[src/rtl/exc_pkg.sv]
package exc_pkg;
   localparam logic [4:0] MODE_USR = 5'b10000;
   localparam logic [4:0] MODE_FIQ = 5'b10001;
   localparam logic [4:0] MODE_IRQ = 5'b10010;
   localparam int         I_POS    = 7;
   localparam int         F_POS    = 6;
   localparam int         NBANK    = 2;

   typedef enum logic [1:0] {EV_NONE, EV_IRQ, EV_FIQ, EV_RET} ev_e;

   // bank index: 0 = normal, 1 = fast
   function automatic logic [7:0] enter_low(input logic [7:0] lo,
                                            input logic [4:0] mode,
                                            input logic       mask_f);
      logic [7:0] r;
      r        = lo;
      r[4:0]   = mode;
      r[I_POS] = 1'b1;
      if (mask_f) r[F_POS] = 1'b1;
      return r;
   endfunction
endpackage

[src/rtl/exc_arbiter.sv]
module exc_arbiter
   import exc_pkg::*;
(
   input  logic       irq_req_i,
   input  logic       fiq_req_i,
   input  logic       instr_done_i,
   input  logic       ret_i,
   input  logic [4:0] mode_i,
   input  logic       i_mask_i,
   input  logic       f_mask_i,
   output ev_e        ev_o,
   output logic       ret_bank_o
);
   logic in_fiq, in_irq;

   always_comb begin
      in_fiq     = (mode_i == MODE_FIQ);
      in_irq     = (mode_i == MODE_IRQ);
      ret_bank_o = in_fiq;
      ev_o       = EV_NONE;
      if (ret_i) begin
         if (in_fiq || in_irq) ev_o = EV_RET;
      end else if (instr_done_i) begin
         if (fiq_req_i && !f_mask_i)      ev_o = EV_FIQ;
         else if (irq_req_i && !i_mask_i) ev_o = EV_IRQ;
      end
   end
endmodule

[src/rtl/exc_bank.sv]
module exc_bank #(
   parameter int AW = 32,
   parameter int PW = 32
) (
   input  logic          clk_i,
   input  logic          rst_ni,
   input  logic          we_i,
   input  logic [AW-1:0] lr_d_i,
   input  logic [PW-1:0] sp_d_i,
   output logic [AW-1:0] lr_q_o,
   output logic [PW-1:0] sp_q_o
);
   always_ff @(posedge clk_i) begin
      if (!rst_ni) begin
         lr_q_o <= '0;
         sp_q_o <= '0;
      end else if (we_i) begin
         lr_q_o <= lr_d_i;
         sp_q_o <= sp_d_i;
      end
   end
endmodule

[src/rtl/exc_seq.sv]
module exc_seq
   import exc_pkg::*;
#(
   parameter int          AW       = 32,
   parameter int          PW       = 32,
   parameter logic [AW-1:0] VEC_BASE = '0,
   parameter int          IRQ_OFF  = 'h18,
   parameter int          FIQ_OFF  = 'h1C,
   parameter int          RET_ADJ  = 4
) (
   input  logic          clk_i,
   input  logic          rst_ni,
   input  logic          irq_req_i,
   input  logic          fiq_req_i,
   input  logic          instr_done_i,
   input  logic          ret_i,
   input  logic [AW-1:0] pc_i,
   input  logic [PW-1:0] psr_i,
   output logic [AW-1:0] next_pc_o,
   output logic [PW-1:0] psr_o,
   output logic          redirect_o,
   output logic [AW-1:0] lr_norm_o,
   output logic [PW-1:0] spsr_norm_o,
   output logic [AW-1:0] lr_fast_o,
   output logic [PW-1:0] spsr_fast_o
);
   localparam logic [AW-1:0] IRQ_VEC = VEC_BASE + AW'(IRQ_OFF);
   localparam logic [AW-1:0] FIQ_VEC = VEC_BASE + AW'(FIQ_OFF);
   localparam logic [PW-1:0] PSR_RST = PW'({1'b1, 1'b1, 1'b0, MODE_USR});

   initial begin
      assert (AW >= 8) else $error("exc_seq: AW below 8");
      assert (PW >= 8) else $error("exc_seq: PW below 8");
      assert (FIQ_OFF != IRQ_OFF) else $error("exc_seq: vectors collide");
   end

   ev_e           ev;
   logic          ret_bank;
   logic [AW-1:0] lr_q [NBANK];
   logic [PW-1:0] sp_q [NBANK];
   logic [PW-1:0] psr_nxt;
   logic [AW-1:0] pc_nxt;

   exc_arbiter u_arb (
      .irq_req_i    (irq_req_i),
      .fiq_req_i    (fiq_req_i),
      .instr_done_i (instr_done_i),
      .ret_i        (ret_i),
      .mode_i       (psr_i[4:0]),
      .i_mask_i     (psr_i[I_POS]),
      .f_mask_i     (psr_i[F_POS]),
      .ev_o         (ev),
      .ret_bank_o   (ret_bank)
   );

   for (genvar b = 0; b < NBANK; b++) begin : g_bank
      localparam ev_e OWN_EV = (b == 0) ? EV_IRQ : EV_FIQ;
      exc_bank #(.AW(AW), .PW(PW)) u_bank (
         .clk_i  (clk_i),
         .rst_ni (rst_ni),
         .we_i   (ev == OWN_EV),
         .lr_d_i (pc_i),
         .sp_d_i (psr_i),
         .lr_q_o (lr_q[b]),
         .sp_q_o (sp_q[b])
      );
   end

   always_comb begin
      pc_nxt  = next_pc_o;
      psr_nxt = psr_o;
      unique case (ev)
         EV_IRQ: begin
            pc_nxt  = IRQ_VEC;
            psr_nxt = {psr_i[PW-1:8], enter_low(psr_i[7:0], MODE_IRQ, 1'b0)};
         end
         EV_FIQ: begin
            pc_nxt  = FIQ_VEC;
            psr_nxt = {psr_i[PW-1:8], enter_low(psr_i[7:0], MODE_FIQ, 1'b1)};
         end
         EV_RET: begin
            pc_nxt  = lr_q[ret_bank] - AW'(RET_ADJ);
            psr_nxt = sp_q[ret_bank];
         end
         default: ;
      endcase
   end

   always_ff @(posedge clk_i) begin
      if (!rst_ni) begin
         next_pc_o  <= '0;
         psr_o      <= PSR_RST;
         redirect_o <= 1'b0;
      end else begin
         next_pc_o  <= pc_nxt;
         psr_o      <= psr_nxt;
         redirect_o <= (ev != EV_NONE);
      end
   end

   assign lr_norm_o   = lr_q[0];
   assign spsr_norm_o = sp_q[0];
   assign lr_fast_o   = lr_q[1];
   assign spsr_fast_o = sp_q[1];
endmodule

[config.mk]
export PLATFORM = sky130hd
export DESIGN_NAME = exc_seq
export DESIGN_NICKNAME = d
export VERILOG_FILES = /design/src/rtl/exc_pkg.sv /design/src/rtl/exc_arbiter.sv /design/src/rtl/exc_bank.sv /design/src/rtl/exc_seq.sv
export SDC_FILE = /design/constraint.sdc
export NUM_CORES = 1
export LEC_CHECK = 0
export ABC_AREA = 1
export CAP_MARGIN = 20
export CORE_ASPECT_RATIO = 1.75
export CORE_MARGIN = 3
export CORE_UTILIZATION = 38
export DETAILED_ROUTE_END_ITERATION = 8
export DONT_BUFFER_PORTS = 1
export HOLD_SLACK_MARGIN = 0.08
export PLACE_DENSITY = 0.6
export SKIP_CTS_REPAIR_TIMING = 1
export SYNTH_ARGS = -nofsm -noshare
export SYNTH_HDL_FRONTEND = slang
export SYNTH_SLANG_ARGS = --single-unit
[constraint.sdc]
create_clock -name clk_i -period 3 [get_ports clk_i]
set_input_delay 0.15 -clock clk_i [delete_from_list [all_inputs] [get_ports clk_i]]
set_output_delay 0.15 -clock clk_i [all_outputs]
set_load 0.005 [all_outputs]
==> run_results.csv <==
group,metric,value,unit
critical_path,cp.required,3.40,ns
timing,drv_slew,0,
logic_synthesis,syn_avg_cell_area,6.95,sq um
final_layout,multi_input_area,3850,sq um
final_layout,nNetsFinal,1341,
clock_tree,cts_sinks,193,
drt,wl,28800,um
final_layout,final_area,10000,sq um
global_route,grt_pass1_vias,7306,
global_route,grt_pass1_wl,42100,um
logic_synthesis,synth_simple_gate_area_share,25.4,%
logic_synthesis,synth_seq_area_share,44.7,%
timing,post-route-min-period,2.69,ns
clock_tree,htree_levels,4,
logic_synthesis,ys_ff_latch,193,
logic_synthesis,synthAdderAreaFrac,0,%
die,start_util,38.8,%
die,boundaryPins,263,
power,p_leak,4.52,nW
critical_path,reg2reg_depth,10,
final_layout,fin_util,45.1,%
global_route,overflow,0,
drt,via_per_inst,5.10,
drt,drt_iter0_drc,499,
placement,post_dp_cell_area,8810,sq um
final_layout,final-seq-area,3860,sq um
logic_synthesis,synthMuxAreaShare,1.27,%
placement,port_buffers,0,
timing,rsz0062_at_grt,"no",
critical_path,path_class,"in2reg",
power,p_per_area,553,nW/um^2
critical_path,worstSetupEndpointType,"flip-flop",
power,combPwrFrac,12.2,%
min_path,hp-class,"in2reg",
final_layout,syn_to_final_growth,16.0,%
die,die_height,205,um
timing,relSlewSlack,40.7,%
critical_path,arrival,3.09,ns
die,die_w,120,um
timing,setup_tns,0,ns
die,core,22300,sq um
timing,worstMarginPinSlew,0.889,ns
logic_synthesis,syn_nets,1314,
clock_tree,cts_buffers,17,
critical_path,worstSetupStartpointType,"primary input",
final_layout,fill_cells,2287,
placement,place_congestion,0.912,
timing,setup_ws,0.306,ns
logic_synthesis,synth_edf_count,0,
power,max-vdd-ir-drop,0.423,mV
logic_synthesis,synth_area,8640,sq um
logic_synthesis,yosys_most_used_dff,"dfxtp_1",
logic_synthesis,synth_top_family_by_area,"simple AND/OR/NAND/NOR gates",
power,seq_power_share,49.2,%
clock_tree,cts_buffer_depth,2,
logic_synthesis,synth_compound_area_share,17.7,%
clock_tree,clkTransAtPathRegs,0.07,ns
drt,vias,8045,
power,finalPower,0.00555,W
timing,finClkSkew,0.00654,ns
critical_path,crit_fanout,18,
logic_synthesis,synthCells,1244,
drt,dr.pass1.iters,5,
global_route,grt_usage,22.5,%
placement,hpwlAfterDp,20400,um
power,p_switching,0.00150,W
logic_synthesis,yosysWarningCount,0,
die,fp-row-count,72,
clock_tree,cts_root_buf,"clkbuf_16",
power,clkPwrFrac,38.6,%
flow_run,drv_cap,0,
timing,fin_crit_sh,89.8,%
clock_tree,cts_tree,"yes",
logic_synthesis,synthXorXnorAreaFrac,0.101,%
logic_synthesis,synthArstFlopShare,0,%
logic_synthesis,ys_types,34,
timing,max_freq,0.371,GHz
drt,drcViolationCount,0,
die,die_area,24700,sq um
power,switching_share,27.1,%
final_layout,drive_above_1_share,5.93,%
drt,drtAntennaViolNets,0,
placement,pre_cts_slack,0.640,ns
timing,report.final.hold_viol_count,0,
clock_tree,clkLatencyLatePin,0.45,ns
status,status,"completed",
timing,final-setup-viol-count,0,
power,p_int,0.00404,W
global_route,antenna_found_initial,1,
global_route,grt_max_degree,149,
min_path,hold_depth,4,
drt,wire_per_inst,18.2,um
[cell type report]
class | instances | share of cell area, %
Antenna cell | 1 | 0.0250
Sequential cell | 193 | 38.5
Timing Repair Buffer | 82 | 8.36
Clock buffer | 23 | 4.67
Clock inverter | 6 | 0.599
Inverter | 152 | 5.70
Tap cell | 296 | 3.69
Multi-Input combinational cell | 825 | 38.4
[sequential cells by signal, summed over array words and instances, names as in the netlist]
register,cells
next_pc_o,32
psr_o,32
g_bank.u_bank.sp_q_o,64
g_bank.u_bank.lr_q_o,64
redirect_o,1
[cells by family after synthesis]
group / after synthesis
mux: 11
buf+inv: 226
flops: 193
simple gates: 513
xor+xnor: 1
compound gates: 300
[metal layers]
layer	GRT usage, %	part of all wire (%)	up-vias
li1	-	-	4044
met1	22.1	35	3687
met2	42.0	54	268
met3	7.37	7.4	46
met4	10.4	3.3	0
met5	0	0	-
[worst max-delay path, cell delays in order]
cell and delay [ns]:
dlygate4sd3_1 0.56, inv_1 0.10, nand3_4 0.23, nand2_1 0.11, nand2_2 0.08, buf_4 0.31
clkinv_1 0.32, nor2_4 0.41, nand2_1 0.09, nand3_1 0.08, nand2_1 0.04, dlygate4sd3_1 0.56
inv_1 0.05
[synthesized netlist by cell type (7+ instances only)]
cell type	n	area, sq um
clkbuf_1	46	173
dfxtp_1	193	3860
nand2_2	8	50.1
a21oi_1	97	485
nand4_1	29	181
inv_1	144	541
inv_2	7	26.3
nand3_1	46	230
o21ai_0	177	886
o21ai_1	16	80.1
mux2i_1	11	110
nand2_1	289	1080
buf_2	17	85.1
nor2_1	117	439
[path summary, 6_finish.rpt]
path                                from       endpoint  slack (ns)
max                             psr_i[1]      psr_o[12]        0.31
min                             psr_i[4]  next_pc_o[13]        0.04
max reg2reg  g_bank[1].u_bank.lr_q_o[14]  next_pc_o[19]        1.14
min reg2reg                next_pc_o[20]  next_pc_o[20]        0.47
[metrics by stage]
step / hold WS [ns] / instances
floorplan: 0.285 / 1244
global placement: 0.269 / 1481
detailed placement: 0.264 / 1481
CTS: -0.214 / 1510
global route: 0.0834 / 1578
finish: 0.0410 / 1578
[placed cells by master (no fill, tap or decap), types with 6 or more instances in the layout]
cell,Yosys,routed
nor2_1,117,116
o21ai_1,16,16
o21ai_0,177,177
buf_4,5,12
dlygate4sd3_1,0,66
mux2i_1,11,11
nand2_1,289,289
nor2_2,6,7
nand4_1,29,29
clkbuf_16,0,17
nand2_2,8,8
a21oi_1,97,97
dfxtp_1,193,193
inv_2,7,7
nand3_1,46,46
nor2_4,6,6
inv_1,144,143
[power by group through the flow]
stage	clock [W]	sequential [W]	combinational [W]
after global routing	0.00228	0.00274	0.000763
after floorplan	0	0.00275	0.000453
after CTS	0.00220	0.00273	0.000561
final	0.00214	0.00273	0.000676
after global placement	0	0.00279	0.000551
after detailed placement	0	0.00279	0.000559
(Power assumes the default switching activity.)
